===== src/rtl/dbg_regchain_pkg.sv =====
package dbg_regchain_pkg;

    localparam int ADDR_W  = 7;
    localparam int DATA_W  = 32;
    localparam int FRAME_W = 1 + DATA_W + ADDR_W;
    localparam int IDX_W   = 4;

    localparam logic [ADDR_W-1:0] VCATCH_ADDR = 7'h07;
    localparam logic [2:0]        BPV_PAGE    = 3'b100;
    localparam logic [2:0]        BPC_PAGE    = 3'b101;
    localparam logic [2:0]        WPV_PAGE    = 3'b110;
    localparam logic [2:0]        WPC_PAGE    = 3'b111;

    // Request as shifted in: write flag at bit 0, then data, then address
    typedef struct packed {
        logic [ADDR_W-1:0] addr;
        logic [DATA_W-1:0] data;
        logic              wr;
    } dbg_req_t;

    // Frame contents loaded at capture
    typedef struct packed {
        logic [ADDR_W-1:0] addr;
        logic [DATA_W-1:0] data;
        logic              ready;
    } dbg_cap_t;

    typedef enum logic [2:0] {
        RK_NONE,
        RK_BPV,
        RK_BPC,
        RK_WPV,
        RK_WPC,
        RK_VCATCH
    } reg_kind_t;

    typedef struct packed {
        reg_kind_t        kind;
        logic [IDX_W-1:0] idx;
    } reg_sel_t;

    typedef enum logic {
        ACC_IDLE,
        ACC_BUSY
    } acc_state_t;

    function automatic reg_sel_t decode_addr(input logic [ADDR_W-1:0] a,
                                             input int nbp, input int nwp);
        reg_sel_t s;
        s.idx  = a[IDX_W-1:0];
        s.kind = RK_NONE;
        if (a == VCATCH_ADDR) begin
            s.kind = RK_VCATCH;
        end else if (a[6:4] == BPV_PAGE && int'(a[3:0]) < nbp) begin
            s.kind = RK_BPV;
        end else if (a[6:4] == BPC_PAGE && int'(a[3:0]) < nbp) begin
            s.kind = RK_BPC;
        end else if (a[6:4] == WPV_PAGE && int'(a[3:0]) < nwp) begin
            s.kind = RK_WPV;
        end else if (a[6:4] == WPC_PAGE && int'(a[3:0]) < nwp) begin
            s.kind = RK_WPC;
        end
        return s;
    endfunction

endpackage


===== src/rtl/dbg_shift_chain.sv =====
module dbg_shift_chain
    import dbg_regchain_pkg::*;
(
    input  logic               clk,
    input  logic               rst,
    input  logic               capture_dr,
    input  logic               shift_dr,
    input  logic               tdi,
    input  dbg_cap_t           cap_in,
    output logic               tdo,
    output logic [FRAME_W-1:0] frame_out
);

    logic [FRAME_W-1:0] sr;

    always_ff @(posedge clk) begin
        if (rst) begin
            sr <= '0;
        end else if (capture_dr) begin
            sr <= cap_in;
        end else if (shift_dr) begin
            sr <= {tdi, sr[FRAME_W-1:1]};
        end
    end

    assign tdo       = sr[0];
    assign frame_out = sr;

    AST_STROBES_EXCLUSIVE: assert property (@(posedge clk) disable iff (rst)
        $onehot0({capture_dr, shift_dr}));

    AST_TDO_HOLDS_IDLE: assert property (@(posedge clk) disable iff (rst)
        (!capture_dr && !shift_dr) |=> $stable(tdo));

endmodule


===== src/rtl/dbg_access_ctrl.sv =====
module dbg_access_ctrl
    import dbg_regchain_pkg::*;
#(
    parameter int LATENCY = 4
) (
    input  logic              clk,
    input  logic              rst,
    input  logic              capture_dr,
    input  logic              update_dr,
    input  dbg_req_t          frame_req,
    input  logic [DATA_W-1:0] rd_data,
    output logic              wr_en,
    output logic [ADDR_W-1:0] acc_addr,
    output logic [DATA_W-1:0] wr_data,
    output dbg_cap_t          cap_out
);

    localparam int CNT_W = (LATENCY < 2) ? 1 : $clog2(LATENCY);
    localparam logic [CNT_W-1:0] CNT_LOAD = CNT_W'(LATENCY - 1);

    acc_state_t        state;
    dbg_req_t          req;
    logic [CNT_W-1:0]  cnt;
    logic              armed;
    logic              accept;
    logic              done;
    logic [ADDR_W-1:0] res_addr;
    logic [DATA_W-1:0] res_data;

    assign accept = update_dr && armed && (state == ACC_IDLE);
    assign done   = (state == ACC_BUSY) && (cnt == '0);

    // Remembers whether the capture of the current scan saw Ready
    always_ff @(posedge clk) begin
        if (rst) begin
            armed <= 1'b0;
        end else if (capture_dr) begin
            armed <= (state == ACC_IDLE);
        end else if (update_dr) begin
            armed <= 1'b0;
        end
    end

    always_ff @(posedge clk) begin
        if (rst) begin
            state <= ACC_IDLE;
            req   <= '0;
            cnt   <= '0;
        end else begin
            case (state)
                ACC_IDLE: begin
                    if (accept) begin
                        req   <= frame_req;
                        cnt   <= CNT_LOAD;
                        state <= ACC_BUSY;
                    end
                end
                ACC_BUSY: begin
                    if (cnt == '0) begin
                        state <= ACC_IDLE;
                    end else begin
                        cnt <= cnt - 1'b1;
                    end
                end
                default: state <= ACC_IDLE;
            endcase
        end
    end

    always_ff @(posedge clk) begin
        if (rst) begin
            res_addr <= '0;
            res_data <= '0;
        end else if (done) begin
            res_addr <= req.addr;
            res_data <= req.wr ? req.data : rd_data;
        end
    end

    assign wr_en    = done && req.wr;
    assign acc_addr = req.addr;
    assign wr_data  = req.data;

    always_comb begin
        cap_out.addr  = res_addr;
        cap_out.data  = res_data;
        cap_out.ready = (state == ACC_IDLE);
    end

    // Checker: consecutive busy cycles
    logic [CNT_W:0] busy_run;
    always_ff @(posedge clk) begin
        if (rst) begin
            busy_run <= '0;
        end else if (state == ACC_BUSY) begin
            busy_run <= busy_run + 1'b1;
        end else begin
            busy_run <= '0;
        end
    end

    AST_BUSY_BOUNDED: assert property (@(posedge clk) disable iff (rst)
        int'(busy_run) <= LATENCY);

    AST_REQ_HELD_WHILE_BUSY: assert property (@(posedge clk) disable iff (rst)
        (state == ACC_BUSY) |=> $stable(req));

    AST_START_NEEDS_UPDATE: assert property (@(posedge clk) disable iff (rst)
        (state == ACC_IDLE) ##1 (state == ACC_BUSY) |-> $past(update_dr));

    AST_RESULT_ONLY_ON_DONE: assert property (@(posedge clk) disable iff (rst)
        !done |=> ($stable(res_addr) && $stable(res_data)));

endmodule


===== src/rtl/dbg_reg_file.sv =====
module dbg_reg_file
    import dbg_regchain_pkg::*;
#(
    parameter int NUM_BP = 16,
    parameter int NUM_WP = 2
) (
    input  logic              clk,
    input  logic              rst,
    input  logic              wr_en,
    input  logic [ADDR_W-1:0] addr,
    input  logic [DATA_W-1:0] wr_data,
    output logic [DATA_W-1:0] rd_data
);

    reg_sel_t          sel;
    logic [DATA_W-1:0] bpv [NUM_BP];
    logic [DATA_W-1:0] bpc [NUM_BP];
    logic [DATA_W-1:0] wpv [NUM_WP];
    logic [DATA_W-1:0] wpc [NUM_WP];
    logic [DATA_W-1:0] vcatch;

    assign sel = decode_addr(addr, NUM_BP, NUM_WP);

    for (genvar g = 0; g < NUM_BP; g++) begin : g_bp
        always_ff @(posedge clk) begin
            if (rst) begin
                bpv[g] <= '0;
                bpc[g] <= '0;
            end else if (wr_en && sel.idx == IDX_W'(g)) begin
                if (sel.kind == RK_BPV) bpv[g] <= wr_data;
                if (sel.kind == RK_BPC) bpc[g] <= wr_data;
            end
        end
    end

    for (genvar g = 0; g < NUM_WP; g++) begin : g_wp
        always_ff @(posedge clk) begin
            if (rst) begin
                wpv[g] <= '0;
                wpc[g] <= '0;
            end else if (wr_en && sel.idx == IDX_W'(g)) begin
                if (sel.kind == RK_WPV) wpv[g] <= wr_data;
                if (sel.kind == RK_WPC) wpc[g] <= wr_data;
            end
        end
    end

    always_ff @(posedge clk) begin
        if (rst) begin
            vcatch <= '0;
        end else if (wr_en && sel.kind == RK_VCATCH) begin
            vcatch <= wr_data;
        end
    end

    always_comb begin
        rd_data = '0;
        case (sel.kind)
            RK_BPV:    rd_data = bpv[int'(sel.idx) % NUM_BP];
            RK_BPC:    rd_data = bpc[int'(sel.idx) % NUM_BP];
            RK_WPV:    rd_data = wpv[int'(sel.idx) % NUM_WP];
            RK_WPC:    rd_data = wpc[int'(sel.idx) % NUM_WP];
            RK_VCATCH: rd_data = vcatch;
            default:   rd_data = '0;
        endcase
    end

    AST_UNMAPPED_WRITE_INERT: assert property (@(posedge clk) disable iff (rst)
        (wr_en && sel.kind == RK_NONE) |=>
        ($stable(vcatch) && $stable(bpv[0]) && $stable(bpc[0]) &&
         $stable(wpv[0]) && $stable(wpc[0])));

    AST_NO_WRITE_NO_CHANGE: assert property (@(posedge clk) disable iff (rst)
        !wr_en |=> ($stable(vcatch) && $stable(bpc[NUM_BP-1])));

endmodule


===== src/rtl/dbg_regchain.sv =====
module dbg_regchain
    import dbg_regchain_pkg::*;
#(
    parameter int NUM_BP  = 16,
    parameter int NUM_WP  = 2,
    parameter int LATENCY = 4
) (
    input  logic clk,
    input  logic rst,
    input  logic capture_dr,
    input  logic shift_dr,
    input  logic update_dr,
    input  logic tdi,
    output logic tdo
);

    logic [FRAME_W-1:0] frame;
    dbg_req_t           frame_req;
    dbg_cap_t           cap;
    logic               wr_en;
    logic [ADDR_W-1:0]  acc_addr;
    logic [DATA_W-1:0]  wr_data;
    logic [DATA_W-1:0]  rd_data;

    assign frame_req = dbg_req_t'(frame);

    dbg_shift_chain u_chain (
        .clk        (clk),
        .rst        (rst),
        .capture_dr (capture_dr),
        .shift_dr   (shift_dr),
        .tdi        (tdi),
        .cap_in     (cap),
        .tdo        (tdo),
        .frame_out  (frame)
    );

    dbg_access_ctrl #(
        .LATENCY (LATENCY)
    ) u_ctrl (
        .clk        (clk),
        .rst        (rst),
        .capture_dr (capture_dr),
        .update_dr  (update_dr),
        .frame_req  (frame_req),
        .rd_data    (rd_data),
        .wr_en      (wr_en),
        .acc_addr   (acc_addr),
        .wr_data    (wr_data),
        .cap_out    (cap)
    );

    dbg_reg_file #(
        .NUM_BP (NUM_BP),
        .NUM_WP (NUM_WP)
    ) u_regs (
        .clk     (clk),
        .rst     (rst),
        .wr_en   (wr_en),
        .addr    (acc_addr),
        .wr_data (wr_data),
        .rd_data (rd_data)
    );

    AST_WRITE_ECHO_MATCHES_REG: assert property (@(posedge clk) disable iff (rst)
        (wr_en && decode_addr(acc_addr, NUM_BP, NUM_WP).kind != RK_NONE) |=>
        (rd_data == cap.data));

    AST_CAPTURE_LOADS_READY: assert property (@(posedge clk) disable iff (rst)
        capture_dr |=> (tdo == $past(cap.ready)));

endmodule


===== config.mk =====
export PLATFORM = sky130hd
export DESIGN_NAME = dbg_regchain
export DESIGN_NICKNAME = d
export VERILOG_FILES = /design/src/rtl/dbg_regchain_pkg.sv /design/src/rtl/dbg_shift_chain.sv /design/src/rtl/dbg_access_ctrl.sv /design/src/rtl/dbg_reg_file.sv /design/src/rtl/dbg_regchain.sv
export SDC_FILE = /design/constraint.sdc
export NUM_CORES = 2
export LEC_CHECK = 0
export ABC_CLOCK_PERIOD_IN_PS = 8600
export BUFFER_PORTS_ARGS = -buffer_cell sky130_fd_sc_hd__buf_2
export CORE_MARGIN = 1
export CORE_UTILIZATION = 60
export DETAILED_ROUTE_END_ITERATION = 10
export PLACE_DENSITY = 0.76
export SYNTH_ARGS = -nofsm -noshare
export SYNTH_HDL_FRONTEND = slang
export SYNTH_HIERARCHICAL = 1
export SYNTH_SLANG_ARGS = --single-unit

===== constraint.sdc =====
create_clock -name clk -period 8.6 [get_ports clk]
set_clock_uncertainty 0.05 [all_clocks]
set_input_delay 1.72 -clock clk [delete_from_list [all_inputs] [get_ports clk]]
set_output_delay 1.72 -clock clk [all_outputs]
set_load 0.02 [all_outputs]

==> qor.yml <==
ys_seq_area_frac: 0.632
clkTransAtPathRegs_ps: 60
max_stage_delay_ps: 800
die_w_um: 317
hold_viol: 0
hpwl_um: 85700
place_congestion: 0.962
period_minus_slack_ps: 4250
cp-end-kind: "flip-flop"
critical-path-slowest-cell: "buf_4"
nFillCells: 6741
yosysTopAreaCell: "edfxtp_1"
synth_compound_area_frac: 0.0624
maxCapViolCount: 0
regToRegStartpoint: "u_ctrl/acc_addr[0]$_SDFFE_PP0P_"
cts_tree: "yes"
worstSetupPathType: "flip-flop to flip-flop"
first_iter_violations: 5193
required_ps: 9120
die_h_um: 317
synthCells: 4299
cp_top_family: "buffers and inverters"
clk_path_buf_depth: 3
path_max_fanout: 51
routed_wl_um: 158000
yosys-top-cells-area: "edfxtp_1 58%, and2_1 12%, mux4_2 6.1%"
synth_cell_type_count: 48
core_area_mm2: 0.0984
critPathBufInv: 2
placed_area_mm2: 0.0603
synth-edff-count: 1152
cts_buffers: 135
ys_ff_latch: 1307
nets: 4063
status: "complete, no violations"
power.density_mw_per_mm2: 208
rsz0062_at_grt: "no"
synth-simple-area-share: 0.150
min_from: "u_ctrl/res_addr[4]$_SDFFE_PP0P_"
grtUsageTotal: 0.315
syn_area_mm2: 0.0597
peakVddDrop_uv: 190
clk_latency_ps: 740
synthArstFlopShare: 0
instances_no_fill: 5453
synth_top_family_by_area: "simple AND/OR/NAND/NOR gates"
synth_fa_ha_area_frac: 0.000210
drc: 0
ios: 7
grt.overflow.total: 0
startpoint_type: "flip-flop"
start_util: 0.606
synth_xor_xnor_area_share: 0
drive_gt1_frac: 0.148
antenna_left: 0
cts_max_level: 4
synth.avg_cell_area_um2: 13.9
power.total_mw: 13.5
cts_root_buf: "clkbuf_16"
cts_resized: 0
postCtsSetupBuffers: 0
slew_headroom: 0.0869
grt_pass1_vias: 33900
setup_ws_ps: 4350
dieArea_mm2: 0.101
path_cells: "buf_4 > buf_4 > mux2i_1 > a22oi_1 > a21oi_1 > o211ai_1 > mux2i_1 > a211oi_2"
first_pass_iters: 6
tightestPinTransition_ps: 1370
vias: 35000
grt_pass1_wl_um: 227000
setup_viol: 0
crit_arrival_ps: 4760
max_freq_mhz: 236
areaGrowthSynthToFinish_pct: 8.44
grt_max_degree: 128
pre_cts_slack_ps: 4360
fin_util: 0.657
std_cell_rows: 115
viasPerCell: 6.42
crit_path_start: "u_ctrl/acc_addr[0]$_SDFFE_PP0P_"
slew_viol_final: 0
synth_flop_cell: "edfxtp_1"
placed_cells: 5206
routedWlPerCell_um: 29.0
leakage_nw: 21.9
antenna_found_initial: 4
timing.setup.tns_ps: 0
min_period_over_period: 0.494
yosys_warnings: 6
synth_fp_nets: 4306
hold_slack_ps: 406
synth_top_area_frac: 0.580
min_path_type: "flip-flop to flip-flop"
synthMuxAreaShare: 0.116
cts.hold.buffers_added: 0
final_area_mm2: 0.0647
clock-sinks: 1307
portBuffers: 6
==> power breakdown <==
part	internal, mW	leakage, nW	total, mW	switching [mW]
logic	0.150	6.59	0.473	0.323
registers	7.09	13.2	7.17	0.0787
clock network	3.44	2.15	5.84	2.40
total	10.7	21.9	13.5	2.80
==> worst reg2reg max path, cell delays in order, from the launching register on <==
cell      delay [ps]
dfxtp_4          760
buf_4            800
buf_4            830
mux2i_1          320
a22oi_1          100
a21oi_1          510
o211ai_1         320
mux2i_1          270
a211oi_2         110
==> per-layer routing <==
layer / wire (µm) / vias to the layer above / global-route usage / part of all wire
li1: - / 15100 / - / -
met1: 61400 / 17600 / 0.439 / 0.39
met2: 70000 / 1958 / 0.459 / 0.44
met3: 18300 / 326 / 0.0852 / 0.12
met4: 8200 / 0 / 0.161 / 0.052
met5: 0 / - / 0 / 0
==> synth_stat cells, types with 2 or more instances <==
master and count:
a22oi_1 157, nor2_2 9, or4b_1 2, o211ai_1 64
nor3_1 3, nor2b_1 45, and2_1 1154, and3_1 4
clkbuf_2 29, a211oi_2 31, inv_1 6, a211oi_1 43
nand3b_1 2, nand2_1 176, buf_4 65, nand3_1 3
dfxtp_1 155, a21o_1 31, nor2_1 60, a221oi_1 31
edfxtp_1 1152, nor3b_2 3, mux2i_1 292, nand2b_1 2
and3b_1 5, clkbuf_1 300, mux2_2 32, buf_2 50
buf_6 17, a31o_2 2, nor4_1 31, a21oi_1 112
nor3_4 3, buf_1 17, mux4_2 162, o21bai_1 34
buf_12 4
==> layout by cell type, fill, tap and decap left out, types with 41 or more instances in the layout <==
cell type,instances
clkbuf_16,137
nand2_1,176
a21oi_1,112
nor2b_1,41
mux4_2,162
o211ai_1,64
dfxtp_1,141
mux2i_1,292
edfxtp_1,1152
a22oi_1,157
and2_1,1153
a211oi_1,43
buf_4,91
==> cells by family after synthesis <==
group                      count (synthesis)
and+or+nand+nor                         1509
muxes                                    486
buffers and inverters                    489
adders and majority gates                  1
AOI/OAI and AO/OA                        507
DFF                                     1307
==> registers in the layout, summed over array words and instances (netlist names) <==
| register | flops |
|---|---|
| u_ctrl/acc_addr | 7 |
| u_regs/wpv | 64 |
| u_regs/bpv | 512 |
| u_ctrl/cnt | 2 |
| u_regs/bpc | 512 |
| u_ctrl/res_data | 32 |
| u_ctrl/armed | 1 |
| u_chain/frame_out | 40 |
| u_ctrl/state | 1 |
| u_regs/wpc | 64 |
| u_ctrl/req | 1 |
| u_regs/vcatch | 32 |
| u_ctrl/wr_data | 32 |
| u_ctrl/res_addr | 7 |
==> final timing paths <==
path / to / slack, ps / cells after the start
worst min-delay path: u_ctrl/res_addr[4]$_SDFFE_PP0P_ / 410 / 2
worst max register to register: u_ctrl/res_data[19]$_SDFFE_PP0P_ / 4350 / 8
worst min register to register: u_ctrl/res_addr[4]$_SDFFE_PP0P_ / 410 / 2
worst max-delay path: u_ctrl/res_data[19]$_SDFFE_PP0P_ / 4350 / 8
==> area by class of cell <==
type	instances	area (µm²)	area share
multi-input cells	2503	20100	0.311
diodes	11	27.5	0.000425
flip-flops and latches	1307	37700	0.583
inverters	7	26.3	0.000406
clock buffers	169	3620	0.0560
clock inverters	67	783	0.0121
well taps	1287	1610	0.0249
repair buffers	102	820	0.0127
Note: power is estimated with default switching activity, not from simulation.
